<file path="config.mk">
export PLATFORM = sky130hd
export DESIGN_NAME = irq_src_cond
export DESIGN_NICKNAME = d
export VERILOG_FILES = /design/src/rtl/irq_src_pkg.sv /design/src/rtl/irq_src_slice.sv /design/src/rtl/irq_src_regs.sv /design/src/rtl/irq_src_cond.sv
export SDC_FILE = /design/constraint.sdc
export NUM_CORES = 1
export LEC_CHECK = 0
export BUFFER_PORTS_ARGS = -buffer_cell sky130_fd_sc_hd__buf_2
export CELL_PAD_IN_SITES_DETAIL_PLACEMENT = 1
export CELL_PAD_IN_SITES_GLOBAL_PLACEMENT = 2
export CORE_MARGIN = 1.5
export CORE_UTILIZATION = 33
export DETAILED_ROUTE_END_ITERATION = 8
export GPL_TIMING_DRIVEN = 1
export PLACE_DENSITY_LB_ADDON = 0.1
export SYNTH_ARGS = -nofsm -noshare
export SYNTH_HDL_FRONTEND = slang
export SYNTH_SLANG_ARGS = --single-unit
</file>
<file path="constraint.sdc">
create_clock -name clk -period 1.7 [get_ports clk]
set_input_delay 0.17 -clock clk [delete_from_list [all_inputs] [get_ports clk]]
set_output_delay 0.17 -clock clk [all_outputs]
set_load 0.02 [all_outputs]
</file>
<file path="src/rtl/irq_src_pkg.sv">
package irq_src_pkg;
  typedef enum logic [1:0] {
    TRG_HIGH = 2'b00,
    TRG_LOW  = 2'b01,
    TRG_RISE = 2'b10,
    TRG_FALL = 2'b11
  } trig_e;

  localparam int REG_ENA   = 0;
  localparam int REG_DIS   = 1;
  localparam int REG_SET   = 2;
  localparam int REG_CLR   = 3;
  localparam int REG_MASK  = 4;
  localparam int REG_PEND  = 5;
  localparam int REG_IVEC  = 6;
  localparam int REG_FVEC  = 7;
  localparam int REG_MODE0 = 8;
endpackage

</file>
<file path="src/rtl/irq_src_slice.sv">
module irq_src_slice
  import irq_src_pkg::*;
(
  input  logic       clk,
  input  logic       rst_n,
  input  logic       src_i,
  input  logic [1:0] mode_i,
  input  logic       set_i,
  input  logic       clr_i,
  output logic       pend_o
);
  trig_e trg;
  logic  smp_q, prv_q, lat_q, lat_n;
  logic  edge_hit, inv;

  assign trg = trig_e'(mode_i);
  assign inv = mode_i[0];

  always_ff @(posedge clk or negedge rst_n) begin
    if (!rst_n) begin
      smp_q <= 1'b0;
      prv_q <= 1'b0;
      lat_q <= 1'b0;
    end else begin
      smp_q <= src_i;
      prv_q <= smp_q;
      lat_q <= lat_n;
    end
  end

  // transition toward the active polarity
  assign edge_hit = (smp_q ^ inv) & ~(prv_q ^ inv);

  always_comb begin
    unique case (trg)
      TRG_RISE, TRG_FALL: begin
        // an edge outranks a simultaneous clear
        lat_n  = edge_hit | set_i | (lat_q & ~clr_i);
        pend_o = lat_q;
      end
      default: begin
        lat_n  = 1'b0;
        pend_o = smp_q ^ inv;
      end
    endcase
  end
endmodule

</file>
<file path="src/rtl/irq_src_regs.sv">
module irq_src_regs
  import irq_src_pkg::*;
#(
  parameter int NSRC = 8,
  parameter int AW   = 5,
  parameter int IDW  = 3
) (
  input  logic                 clk,
  input  logic                 rst_n,
  input  logic                 bus_we,
  input  logic [AW-1:0]        bus_addr,
  input  logic [NSRC-1:0]      bus_wdata,
  input  logic                 bus_re,
  input  logic                 cur_vld,
  input  logic [IDW-1:0]       cur_id,
  input  logic [NSRC-1:0]      ff_en,
  input  logic [NSRC-1:0]      pend_i,
  output logic [NSRC-1:0]      mask_o,
  output logic [NSRC-1:0][1:0] mode_o,
  output logic [NSRC-1:0]      set_o,
  output logic [NSRC-1:0]      clr_o,
  output logic [NSRC-1:0]      rdata_o
);
  localparam logic [AW-1:0] AD_ENA  = AW'(REG_ENA);
  localparam logic [AW-1:0] AD_DIS  = AW'(REG_DIS);
  localparam logic [AW-1:0] AD_SET  = AW'(REG_SET);
  localparam logic [AW-1:0] AD_CLR  = AW'(REG_CLR);
  localparam logic [AW-1:0] AD_MASK = AW'(REG_MASK);
  localparam logic [AW-1:0] AD_PEND = AW'(REG_PEND);
  localparam logic [AW-1:0] AD_IVEC = AW'(REG_IVEC);
  localparam logic [AW-1:0] AD_FVEC = AW'(REG_FVEC);

  logic [NSRC-1:0]      mask_q;
  logic [NSRC-1:0][1:0] mode_q;
  logic                 iv_rd, fv_rd;

  assign iv_rd = bus_re && (bus_addr == AD_IVEC);
  assign fv_rd = bus_re && (bus_addr == AD_FVEC);

  always_ff @(posedge clk or negedge rst_n) begin
    if (!rst_n) begin
      mask_q <= '0;
    end else if (bus_we && bus_addr == AD_ENA) begin
      mask_q <= mask_q | bus_wdata;
    end else if (bus_we && bus_addr == AD_DIS) begin
      mask_q <= mask_q & ~bus_wdata;
    end
  end

  for (genvar i = 0; i < NSRC; i++) begin : g_src
    localparam logic [AW-1:0] AD_MODE = AW'(REG_MODE0 + i);
    logic auto_clr;

    always_ff @(posedge clk or negedge rst_n) begin
      if (!rst_n) begin
        mode_q[i] <= TRG_HIGH;
      end else if (bus_we && bus_addr == AD_MODE) begin
        mode_q[i] <= bus_wdata[1:0];
      end
    end

    if (i == 0) begin : g_fast
      assign auto_clr = fv_rd ||
                        (iv_rd && cur_vld && cur_id == IDW'(i) && !ff_en[i]);
    end else begin : g_norm
      assign auto_clr = iv_rd && cur_vld && cur_id == IDW'(i) && !ff_en[i];
    end

    assign set_o[i] = bus_we && bus_addr == AD_SET && bus_wdata[i];
    assign clr_o[i] = (bus_we && bus_addr == AD_CLR && bus_wdata[i]) || auto_clr;
  end

  always_comb begin
    rdata_o = '0;
    if (bus_addr == AD_MASK)      rdata_o = mask_q;
    else if (bus_addr == AD_PEND) rdata_o = pend_i;
    else if (bus_addr == AD_IVEC) rdata_o = NSRC'(cur_id);
    else if (bus_addr == AD_FVEC) rdata_o = '0;
    for (int k = 0; k < NSRC; k++) begin
      if (bus_addr == AW'(REG_MODE0 + k)) rdata_o = NSRC'(mode_q[k]);
    end
  end

  assign mask_o = mask_q;
  assign mode_o = mode_q;
endmodule

</file>
<file path="src/rtl/irq_src_cond.sv">
module irq_src_cond
  import irq_src_pkg::*;
#(
  parameter int NSRC = 8,
  parameter int AW   = 5,
  localparam int IDW = $clog2(NSRC)
) (
  input  logic            clk,
  input  logic            rst_n,
  input  logic [NSRC-1:0] src_in,
  input  logic            bus_we,
  input  logic [AW-1:0]   bus_addr,
  input  logic [NSRC-1:0] bus_wdata,
  input  logic            bus_re,
  output logic [NSRC-1:0] bus_rdata,
  input  logic            cur_vld,
  input  logic [IDW-1:0]  cur_id,
  input  logic [NSRC-1:0] ff_en,
  output logic [NSRC-1:0] pend_vec,
  output logic [NSRC-1:0] act_vec
);
  logic [NSRC-1:0]      mask_q;
  logic [NSRC-1:0][1:0] mode_q;
  logic [NSRC-1:0]      set_v, clr_v;

  irq_src_regs #(.NSRC(NSRC), .AW(AW), .IDW(IDW)) regs_i (
    .clk      (clk),
    .rst_n    (rst_n),
    .bus_we   (bus_we),
    .bus_addr (bus_addr),
    .bus_wdata(bus_wdata),
    .bus_re   (bus_re),
    .cur_vld  (cur_vld),
    .cur_id   (cur_id),
    .ff_en    (ff_en),
    .pend_i   (pend_vec),
    .mask_o   (mask_q),
    .mode_o   (mode_q),
    .set_o    (set_v),
    .clr_o    (clr_v),
    .rdata_o  (bus_rdata)
  );

  for (genvar i = 0; i < NSRC; i++) begin : g_slice
    irq_src_slice slice_i (
      .clk   (clk),
      .rst_n (rst_n),
      .src_i (src_in[i]),
      .mode_i(mode_q[i]),
      .set_i (set_v[i]),
      .clr_i (clr_v[i]),
      .pend_o(pend_vec[i])
    );
  end

  assign act_vec = pend_vec & mask_q;
endmodule

</file>
Word-level counts from Yosys, hierarchy flattened
Cells that the tools add are included.

operators by class
  $add $sub $neg = 0
  multipliers = 0
  divide/modulo/power cells = 0
  $lt $le $gt $ge = 0
  eq/ne operators = 38
  shifts and indexed selects = 0
  multiplexer cells = 29
  bitwise gates (word level) = 68
  reductions and logical operators = 75

operator list
  kind                                            number
  two-way mux 8 bit                               12
  logical AND 1 bit                               47
  == test 5 x 4 -> 1 bit (second input constant)  8
  == test 2 bit (second input constant)           16
  == test 5 x 3 -> 1 bit (second input constant)  4
  bitwise AND 1 bit                               16
  bitwise AND 8 bit                               2
  two-way mux 1 bit                               16
  NOT 1 bit                                       16
  OR 1 bit                                        16
  OR reduction 2 bit                              8
  bitwise XOR 1 bit                               16
  == test 3 bit (second input constant)           4
  == test 5 x 2 -> 1 bit (second input constant)  2
  logical OR 1 bit                                9
  zero test 1 bit                                 8
  NOT 8 bit                                       1
  OR 8 bit                                        1
  == test 3 x 2 -> 1 bit (second input constant)  2
  == test 5 x 1 -> 1 bit (second input constant)  1
  zero test 5 bit                                 1
  == test 3 x 1 -> 1 bit (second input constant)  1
  zero test 3 bit                                 1
  two-way mux 3 bit                               1
  nonzero test 2 bit                              1

word-level totals
  flip-flop bits (word level) = 48
  latch bits = 0
  bits in writable memories = 0
  memory bits (read-only) = 0
  bits of input ports = 37
  output and inout port bits = 24
  memories kept = 0

Depth between registers and ports, before layout
Gate-level depths: netlist of the first run.

  depth after elaboration = 13
  depth in mapped cells = 6
  gate-level depth less buffers = 4

By module
From an unflattened synthesis of the first run, not the netlist that was laid out.

unflattened totals
  cell total of the unflattened synthesis = 263
  area, all modules = 2,710.1 µm²

by module, submodules not included
  module         times used  cells each  area each (µm²)  sequential area each (µm²)
  irq_src_regs   1           175         1,649.1          600.6
  irq_src_slice  8           10          126.4            75.1
  irq_src_cond   1           8           50.0             0.0

Worst setup path after synthesis of the first run
No wires, ideal clock.

  path type = input to register
  start point = in bus_addr[3]
  end point = reg g_slice[4].slice_i.lat_q
  library setup time = 121 ps
  arrival time = 1,662 ps
  data required time = 1,579 ps
  setup slack = -83 ps
  stages = 4
  path buffers = 0
  cell sequence = or3b_4 or4_4 or4_1 a22o_1

on the way
  cells in the longest elaborated chain, start to end = 10
  elaborated cells between the ends (all ways) = 17

RTL lines
  element                          RTL line             RTL
  from (decl)                      irq_src_cond.sv:12   input logic [AW-1:0] bus_addr,
  == test 5 x 3 -> 1 bit           irq_src_regs.sv:37   assign iv_rd = bus_re && (bus_addr == AD_IVEC);
  logical AND 1 bit                irq_src_regs.sv:37
  logical AND 1 bit (3 in series)  irq_src_regs.sv:66   assign auto_clr = iv_rd && cur_vld && cur_id == IDW'(i) && !ff_en[i];
  logical OR 1 bit                 irq_src_regs.sv:70   assign clr_o[i] = (bus_we && bus_addr == AD_CLR && bus_wdata[i]) || auto_clr;
  NOT 1 bit                        irq_src_slice.sv:38  lat_n = edge_hit | set_i | (lat_q & ~clr_i);
  bitwise AND 1 bit                irq_src_slice.sv:38
  OR 1 bit *                       irq_src_slice.sv:38
  two-way mux 1 bit *              irq_src_slice.sv:35  unique case (trg)
  via g_slice[4].slice_i.lat_n     irq_src_slice.sv:13  logic smp_q, prv_q, lat_q, lat_n;
  to (signal assigned)             irq_src_slice.sv:27  lat_q <= lat_n;
  to (decl)                        irq_src_slice.sv:13

Mark *: on every way through the listed nets, which the timed path passes. The rest lies on a longest branch.
A chain may end at the register's enable or synchronous reset.

Worst setup path after layout of the first run
  start point = reg regs_i.mode_q (netlist bit regs_i.mode_o[2])
  end point = out bus_rdata[1]

on the way
  cells in the longest elaborated chain, start to end = 13
  elaborated cells between the ends (all ways) = 15

RTL lines
  element                            RTL line             RTL
  from (decl)                        irq_src_regs.sv:34   logic [NSRC-1:0][1:0] mode_q;
  from (signal, indexed assignment)  irq_src_regs.sv:58   mode_q[i] <= bus_wdata[1:0];
  == test 2 bit                      irq_src_slice.sv:35
  OR reduction 2 bit                 irq_src_slice.sv:35
  two-way mux 1 bit *                irq_src_slice.sv:35
  two-way mux 8 bit *                irq_src_regs.sv:76   else if (bus_addr == AD_PEND) rdata_o = pend_i;
  two-way mux 8 bit *                irq_src_regs.sv:75   if (bus_addr == AD_MASK) rdata_o = mask_q;
  two-way mux 8 bit * (8 in series)  irq_src_regs.sv:80   if (bus_addr == AW'(REG_MODE0 + k)) rdata_o = NSRC'(mode_q[k]);
  to (decl)                          irq_src_cond.sv:15   output logic [NSRC-1:0] bus_rdata,

Every way passes the cells marked *; elsewhere a longest branch is shown, timed or not.

==> qor.yml, run 1 <==
outcome: "complete, but fails checks"
violations: "negative setup slack"
max-vdd-ir-drop_mv: 0.357
clock_power_share_pct: 21.2
grt_antenna_before_repair: 0
tritoncts_clock_tree: "yes"
fillers: 909
path_max_fanout: 4
dp_slack_ns: -0.318
cts.sinks: 48
synth.net_count: 298
max_clock_freq_mhz: 522
max_slew.worst_pin.slew_ns: 0.532
total_routed_length_mm: 7.98
timing_max_transition_violations_final: 0
synth.avg_cell_area_um2: 10.0
switching_power_mw: 1.02
powerDensity_nw_per_um2: 886
critical_path.endpoint_type: "primary output"
die_area_um2: 8490
rows: 32
rsz0062_at_grt: "true"
timing.critical_path.from_type: "flip-flop"
via_per_inst: 5.03
placement.io_buffers: 60
finalHoldViolCount: 0
swShare_pct: 33.0
clock_path_buffers: 2
yosys.cell_types.count: 44
critical_path.cell_chain: "nor2b_4 -> nor3_4 -> o32a_1 -> o211ai_1 -> buf_4"
grt_pass1_vias: 2458
final_nets: 387
synth.yosys.seq_area_share_pct: 45.8
postSynthRegisterBits: 48
worstSetupPathType: "reg2out"
slowest_stage: "dfrtp_1"
core-area_um2: 7730
final-setup-viol-count: 4
setup_total_negative_slack_ns: -0.395
worst_skew_ns: 0.00562
share_seq_of_total_power_pct: 47.3
area.growth.synth_to_final_pct: 33.3
final_core_util_pct: 45.3
async_flop_share_pct: 100
track_usage_pct: 20.6
initial_utilization_pct: 33.9
post-route-drc-count: 0
hold-worst-slack_ns: 0.145
wl_per_cell_um: 17.7
most_common_flop_cell_mapped_by_yosys: "dfrtp_1"
worst_setup_hold_path_clk_slew_ns: 0.09
synthesis.instances: 261
dr.first_iter.drc_count: 38
layout_min_cycle_time_ns: 1.92
wire_length_of_the_first_global_routing_pass_mm: 13.1
ctsHtreeMaxLevel: 2
postRouteAntennaNets: 0
timing.critical_path.required_ns: 1.53
post_route_cells_drive_above_1_share_pct: 40.0
synthesis.area_um2: 2620
max-cap-violations: 0
multiInputGateArea_um2: 1420
layout_worst_path_cycle_share_pct: 113
dr.pass1.iters: 4
finalWorstSetupSlack_ns: -0.215
grt_max_degree: 30
gr-total-overflow: 0
chipHeight_um: 92.1
via_count: 2275
hpwl_mm: 6.02
clock_tree.root_cell: "clkbuf_8"
design.portCount: 61
clk_latency_ns: 0.30
critPathMaxStageDelay_ns: 0.43
num_cts_buffers: 5
sequential_cell_area_um2: 1210
p_int_mw: 2.08
synthesis.yosys.warnings: 0
critPathArrivalTime_ns: 1.75
total_leakage_power_nw: 1.60
synth-edff-count: 0
worst_hold_class: "in2reg"
timing.slew.headroom_pct: 63.6
placer_s_final_routability_congestion_estimate: 0.775
die-width_um: 92.1
antenna_cells_inserted: 0
combinationalPowerShare_pct: 31.5
==> power groups by stage <==
stage	clock network (mW)	logic, mW	registers, mW
after floorplan	0	0.627	1.42
after global placement	0	0.840	1.47
after detailed placement	0	0.851	1.47
after CTS	0.677	0.909	1.45
after global routing	0.727	1.07	1.50
final	0.656	0.976	1.47
==> placed cells by master, fill, tap and decap left out, drive strengths merged, types with 2 or more instances in the layout <==
| cell | instances |
|---|---|
| clkbuf | 6 |
| nand3 | 4 |
| nor3 | 3 |
| nand2 | 29 |
| a22o | 15 |
| mux2 | 19 |
| nor2 | 27 |
| xnor2 | 6 |
| nor3b | 3 |
| o2111ai | 2 |
| and2 | 9 |
| dlygate4sd3 | 9 |
| inv | 3 |
| a21oi | 10 |
| o21ai | 7 |
| nor2b | 9 |
| o211ai | 2 |
| or4 | 3 |
| dfrtp | 48 |
| a221o | 7 |
| buf | 88 |
| or3 | 6 |
| nand2b | 7 |
| mux2i | 8 |
==> final cells by class <==
| class | instances | share of cell area [%] |
|---|---|---|
| multi-input combinational | 195 | 40.7 |
| sequential | 48 | 34.5 |
| timing repair buffer | 97 | 18.6 |
| tap | 102 | 3.65 |
| clock buffer | 6 | 2.08 |
| inverter | 3 | 0.322 |
| clock inverter | 1 | 0.143 |
==> kinds of logic (layout without fill, tap and decap cells) <==
logic type / count (synthesis) / count (layout) / synth area share [%]
XOR/XNOR: 7 / 7 / 2.34
flip-flops: 48 / 48 / 45.8
AO/OA/AOI/OAI: 53 / 53 / 15.3
multiplexers: 28 / 28 / 12.1
buffers and inverters: 18 / 107 / 3.72
AND/OR/NAND/NOR: 107 / 107 / 20.8
==> metal layers <==
layer / track usage [%] / vias to the layer above / routed length (um)
li1: - / 1116 / -
met1: 27.2 / 1112 / 3670
met2: 35.1 / 38 / 4000
met3: 3.07 / 9 / 209
met4: 5.51 / 0 / 105
met5: 0 / - / 0
==> synth_stat cells, types with 4 or more instances <==
cell type | n | area [um^2]
a21oi_1 | 10 | 50.1
a221o_1 | 7 | 70.1
a22o_1 | 15 | 131
and2_1 | 9 | 56.3
buf_4 | 8 | 60.1
clkbuf_1 | 6 | 22.5
dfrtp_1 | 48 | 1200
mux2_2 | 19 | 214
mux2i_1 | 8 | 80.1
nand2_1 | 29 | 109
nand2b_1 | 7 | 43.8
nand3_1 | 4 | 20.0
nor2_1 | 27 | 101
nor2b_1 | 9 | 56.3
o21ai_0 | 7 | 35.0
or3_1 | 6 | 37.5
xnor2_1 | 6 | 52.6
==> final timing paths <==
kind / from / to / slack (ns) / depth (start not counted)
setup reg to reg: g_slice[1].slice_i.smp_q / g_slice[1].slice_i.lat_q / 0.39 / 4
min in group asynchronous: rst_n / async pin / 0.36 / 2
setup / recovery: regs_i.mode_o[2] / bus_rdata[1] / -0.22 / 5
max in group asynchronous: rst_n / regs_i.mode_o[6] / 0.78 / 3
hold / removal: bus_wdata[5] / flip-flop / 0.14 / 2
hold reg to reg: g_slice[7].slice_i.smp_q / g_slice[7].slice_i.prv_q / 0.45 / 0
==> repair_timing <==
item                       CTS  global route
setup endpoints to repair   13            17
hold endpoints to repair    27             0
pin swaps                    3             8
resized for setup           13            30
hold buffers                 9             0
setup buffers                2             2
==> critical path, delay by kind of cell, from the launching register on <==
kind            cells  cell delay [ns]
simple gates        2             0.26
buf+inv             1             0.18
flops               1             0.43
compound gates      2             0.56
==> per-stage QoR <==
stage          instance area, um^2  std cells  power, mW
2_1_floorplan                 2620        261       2.05
3_3_place_gp                  3170        432       2.31
3_5_place_dp                  3170        432       2.32
4_1_cts                       3370        450       3.03
5_1_grt                       3500        452       3.30
6_report                      3500        452       3.10
No activity file was read; power rests on OpenSTA's default activity.
==> run 2: changes to the inputs <==
- ABC_AREA: unset -> 1
- CORE_UTILIZATION: 33 -> 31
==> qor.yml, run 2 <==
wl_per_cell_um: 16.5
critical_path.endpoint_type: "flip-flop"
clock_path_buffers: 2
synth.net_count: 362
ctsHtreeMaxLevel: 2
clock_tree.root_cell: "clkbuf_8"
reg2regPathDepth: 13
post_route_cells_drive_above_1_share_pct: 36.3
dr.first_iter.drc_count: 69
r2r_setup_slack_ns: -0.14
gr-total-overflow: 0
max-cap-violations: 0
initial_utilization_pct: 31.8
die_area_um2: 8950
placement.io_buffers: 60
postSynthRegisterBits: 48
total_leakage_power_nw: 1.76
worst_setup_hold_path_clk_slew_ns: 0.09
synthesis.instances: 325
finalWorstSetupSlack_ns: -0.138
placer_s_final_routability_congestion_estimate: 0.836
worst_skew_ns: 0.00934
r2r-end: "g_slice[0].slice_i.lat_q"
powerDensity_nw_per_um2: 983
yosys-top-cells-area: "dfrtp_1 (46%), nand2_1 (11%), inv_1 (5.9%), a21oi_1 (4.6%), nor2_1 (2.9%)"
rows: 33
finalHoldViolCount: 0
hpwl_mm: 6.48
area.growth.synth_to_final_pct: 39.1
yosys.cell_types.count: 30
grt_pass1_vias: 2528
synth_top_cells_by_count: "nand2_1 (76), dfrtp_1 (48), inv_1 (41)"
tritoncts_clock_tree: "yes"
core-area_um2: 8180
worstSetupPathType: "reg2reg"
post-route-drc-count: 0
max-vdd-ir-drop_mv: 0.430
layout_worst_path_cycle_share_pct: 108
max_clock_freq_mhz: 544
layout_min_cycle_time_ns: 1.84
critPathArrivalTime_ns: 2.03
hold-path-cell-count: 2
grt_antenna_before_repair: 0
most_common_flop_cell_mapped_by_yosys: "dfrtp_1"
chipHeight_um: 94.6
postPlaceCellArea_um2: 3050
worst_hold_class: "in2reg"
synthesis.yosys.warnings: 0
antenna_cells_inserted: 0
grt_max_degree: 49
timing.hold.worst.start: "bus_wdata[7]"
clk_latency_ns: 0.31
synthesis.area_um2: 2600
via_per_inst: 4.78
timing_max_transition_violations_final: 0
dr.pass1.iters: 4
track_usage_pct: 20.9
synth.avg_cell_area_um2: 8.00
synth.yosys.seq_area_share_pct: 46.2
finalInstanceArea_um2: 3620
num_cts_buffers: 5
via_count: 2529
cts.sinks: 48
path_max_fanout: 3
layout.cells.most_common_list: "nand2_1 (68), buf_2 (52), dfrtp_1 (46), inv_1 (35), buf_4 (34)"
async_flop_share_pct: 100
wire_length_of_the_first_global_routing_pass_mm: 13.7
synth_top_cell_area_share_pct: 46.2
timing.critical_path.required_ns: 1.90
rr_startpoint: "g_slice[0].slice_i.smp_q"
design.portCount: 61
synth-edff-count: 0
yosysTopAreaCell: "dfrtp_1"
total_routed_length_mm: 8.72
final_common_cell: "nand2_1"
final-setup-viol-count: 3
max_slew.worst_pin.slew_ns: 0.444
final_core_util_pct: 44.2
timing.slew.headroom_pct: 70.4
rsz0062_at_grt: "true"
violations: "negative setup slack"
die-width_um: 94.6
outcome: "complete, but fails checks"
synth_most_common_cell: "nand2_1"
postRouteAntennaNets: 0
final_nets: 460
timing.critical_path.from_type: "flip-flop"
[run 2: cells by family after synthesis]
group / synth area share, %
AO/OA/AOI/OAI: 18.3
flip-flops: 46.2
buffers and inverters: 9.29
AND/OR/NAND/NOR: 22.9
XOR/XNOR: 3.37
[run 2: metal layers]
| metal | global-route usage, % | vias to the layer above | share of wire (%) |
|---|---|---|---|
| met4 | 4.60 | 0 | 1.0 |
| li1 | - | 1253 | - |
| met1 | 29.4 | 1220 | 49 |
| met2 | 33.8 | 46 | 47 |
| met3 | 3.22 | 10 | 3.2 |
| met5 | 0 | - | 0 |
[run 2: power breakdown]
| part | total, mW | leakage [nW] | switching, mW | internal (mW) |
|---|---|---|---|---|
| Clock | 1.02 | 0.0687 | 0.429 | 0.593 |
| Sequential | 1.41 | 0.589 | 0.119 | 1.29 |
| Combinational | 1.12 | 1.10 | 0.652 | 0.471 |
[run 2: worst max path at each step]
| stage | from | to | slack [ns] | cells past startpoint |
|---|---|---|---|---|
| finish | g_slice[0].slice_i.smp_q | g_slice[0].slice_i.lat_q | -0.14 | 13 |
| global route | g_slice[0].slice_i.smp_q | bus_rdata[0] | -0.26 | 10 |
| floorplan | regs_i.mode_o[12] | bus_rdata[6] | 0.33 | 4 |
| detailed placement | bus_addr[2] | bus_rdata[0] | 0.01 | 10 |
| CTS | g_slice[0].slice_i.smp_q | bus_rdata[0] | -0.19 | 10 |
| global placement | bus_addr[2] | bus_rdata[0] | 0.03 | 10 |
[run 2: what timing repair did]
item | 4_1_cts | 5_1_grt
hold buffers | 9 | 0
endpoints found under the setup margin | 8 | 15
pin swaps | 10 | 15
endpoints found under the hold margin | 56 | 0
gates resized for setup | 15 | 34
setup buffers | 15 | 8
[run 2: area by class of cell]
cell class,count,area [um^2]
clock buffers,5,68.8
multi-input cells,221,1290
fillers,1009,4560
repair buffers,100,679
inverters,47,176
clock inverters,3,68.8
well taps,105,131
flip-flops and latches,48,1200
[run 2: stage by stage]
step	hold slack [ns]	std cells	TNS [ns]	power (mW)	setup WS, ns
floorplan	-0.126	325	0	2.05	0.326
global route	0.136	529	-0.814	3.77	-0.262
finish	0.118	529	-0.328	3.55	-0.138
detailed placement	0.184	489	0	2.33	0.0105
global placement	0.181	489	0	2.31	0.0263
CTS	0.109	521	-0.430	3.44	-0.192
[run 2: worst max-delay path, cell delays in order (launching register included)]
cell and delay, ns:
dfrtp_1 0.41, inv_2 0.06, buf_4 0.13, buf_4 0.12, buf_4 0.12, buf_4 0.12
buf_4 0.12, buf_4 0.12, buf_4 0.12, buf_4 0.12, nand3_2 0.04, o21ai_1 0.07
a21oi_1 0.11, a21oi_1 0.07
==> run 3: changes to the inputs <==
- RECOVER_POWER: unset -> 100
==> qor.yml, run 3 (synthesis gave the netlist of run 2 again) <==
post_route_cells_drive_above_1_share_pct: 32.1
initial_utilization_pct: 31.8
wl_per_cell_um: 16.5
slowest_stage: "dfrtp_1"
dp_slack_ns: 0.0105
max-vdd-ir-drop_mv: 0.431
tritoncts_clock_tree: "yes"
layout_min_cycle_time_ns: 1.84
placement.io_buffers: 60
critPathArrivalTime_ns: 2.04
worst_skew_ns: 0.00822
critPathMaxStageDelay_ns: 0.41
worst_setup_hold_path_clk_slew_ns: 0.09
rsz0062_at_grt: "true"
timing.critical_path.required_ns: 1.90
reg2regPathDepth: 13
antenna_cells_inserted: 0
ctsHtreeMaxLevel: 2
final-setup-viol-count: 3
clock_path_buffers: 2
track_usage_pct: 20.9
timing.critical_path.mode_cell: "buf_4"
die_area_um2: 8950
outcome: "complete, but fails checks"
dr.first_iter.drc_count: 65
core-area_um2: 8180
hpwl_mm: 6.48
wire_length_of_the_first_global_routing_pass_mm: 13.7
area.growth.synth_to_final_pct: 36.4
finalHoldViolCount: 0
finalWorstSetupSlack_ns: -0.138
max_clock_freq_mhz: 544
startpoint: "g_slice[0].slice_i.smp_q"
r2r_setup_slack_ns: -0.14
clk_latency_ns: 0.31
cts.sinks: 48
rr_startpoint: "g_slice[0].slice_i.smp_q"
layout_worst_path_cycle_share_pct: 108
postRouteAntennaNets: 0
num_cts_buffers: 5
max_slew.worst_pin.slew_ns: 1.11
total_leakage_power_nw: 1.72
design.portCount: 61
powerDensity_nw_per_um2: 995
timing.slew.headroom_pct: 25.8
fillers: 1018
violations: "negative setup slack"
critical_path.endpoint_type: "flip-flop"
critical_path.cell_chain: "inv_2 -> buf_4 -> buf_4 -> buf_4 -> buf_4 -> buf_4 -> buf_4 -> buf_4 -> buf_4 -> nand3_2 -> o21ai_1 -> a21oi_1 -> a21oi_1"
clock_tree.root_cell: "clkbuf_8"
dr.pass1.iters: 4
timing.critical_path.from_type: "flip-flop"
chipHeight_um: 94.6
rows: 33
die-width_um: 94.6
placer_s_final_routability_congestion_estimate: 0.836
post-route-drc-count: 0
grt_max_degree: 49
r2r-end: "g_slice[0].slice_i.lat_q"
layout.cells.most_common_list: "nand2_1 (68), dfrtp_1 (46), buf_2 (41), inv_1 (36), buf_4 (30)"
hold-worst-slack_ns: 0.117
max-cap-violations: 0
total_routed_length_mm: 8.74
grt_antenna_before_repair: 0
grt_pass1_vias: 2528
gr-total-overflow: 0
path_max_fanout: 3
critical_path.endpoint: "g_slice[0].slice_i.lat_q"
timing_max_transition_violations_final: 0
via_count: 2513
worst_hold_class: "in2reg"
final_nets: 460
worstSetupPathType: "reg2reg"
final_common_cell: "nand2_1"
via_per_inst: 4.75
==> run 3: cell types whose count changed in the layout (fill, tap and decap cells not counted), sizes merged <==
cell / before / now
buf: 91 / 75
clkbuf: 5 / 21
clkinv: 0 / 1
inv: 48 / 47
==> run 3: critical path: cells and delay by family, from the launching register on <==
kind | cells | cell delay (ns)
AO/OA/AOI/OAI | 3 | 0.26
buffers and inverters | 9 | 1.03
flip-flops | 1 | 0.41
AND/OR/NAND/NOR | 1 | 0.04
==> run 3: report_power, final <==
part	switching, mW	internal, mW
combinational	0.647	0.447
clock	0.435	0.593
sequential	0.117	1.29
total	1.20	2.33
==> run 3: timing repair <==
action,4_1_cts,5_1_grt
pin swaps,10,15
resized for setup,15,34
hold endpoints to repair,56,0
hold buffers,9,0
endpoints found under the setup margin,8,15
buffers inserted,15,8
==> run 3: how the worst min path moves through the flow <==
stage	cells past startpoint	startpoint	end
floorplan	0	rst_n	async pin
global placement	2	rst_n	g_slice[1].slice_i.smp_q
detailed placement	2	rst_n	g_slice[1].slice_i.smp_q
CTS	2	bus_wdata[7]	flip-flop
global route	2	bus_wdata[4]	flip-flop
finish	2	bus_wdata[7]	flip-flop
==> run 3: per-stage QoR <==
| step | util [%] | instance area (um^2) | instances | total power [mW] | setup TNS, ns |
|---|---|---|---|---|---|
| 5_1_grt | 43.4 | 3550 | 529 | 3.74 | -0.837 |
| 6_report | 43.4 | 3550 | 529 | 3.53 | -0.331 |
| 4_1_cts | 42.1 | 3440 | 521 | 3.44 | -0.430 |
| 2_1_floorplan | - | 2600 | 325 | 2.05 | 0 |
| 3_3_place_gp | 37.3 | 3050 | 489 | 2.31 | 0 |
| 3_5_place_dp | 37.3 | 3050 | 489 | 2.33 | 0 |
==> run 3: per-layer routing <==
| metal | up-vias | GRT usage (%) | share of wire, % |
|---|---|---|---|
| li1 | 1257 | - | - |
| met1 | 1200 | 29.4 | 49 |
| met2 | 46 | 33.8 | 47 |
| met3 | 10 | 3.22 | 3.5 |
| met4 | 0 | 4.60 | 1.0 |
| met5 | - | 0 | 0 |
==> run 3: area by class of cell <==
| cell class | count | area, um^2 | area share, % |
|---|---|---|---|
| Multi-Input combinational cell | 221 | 1250 | 35.4 |
| Tap cell | 105 | 131 | 3.70 |
| Sequential cell | 48 | 1200 | 33.9 |
| Clock inverter | 3 | 68.8 | 1.94 |
| Timing Repair Buffer | 100 | 643 | 18.1 |
| Clock buffer | 5 | 68.8 | 1.94 |
| Inverter | 47 | 176 | 4.97 |
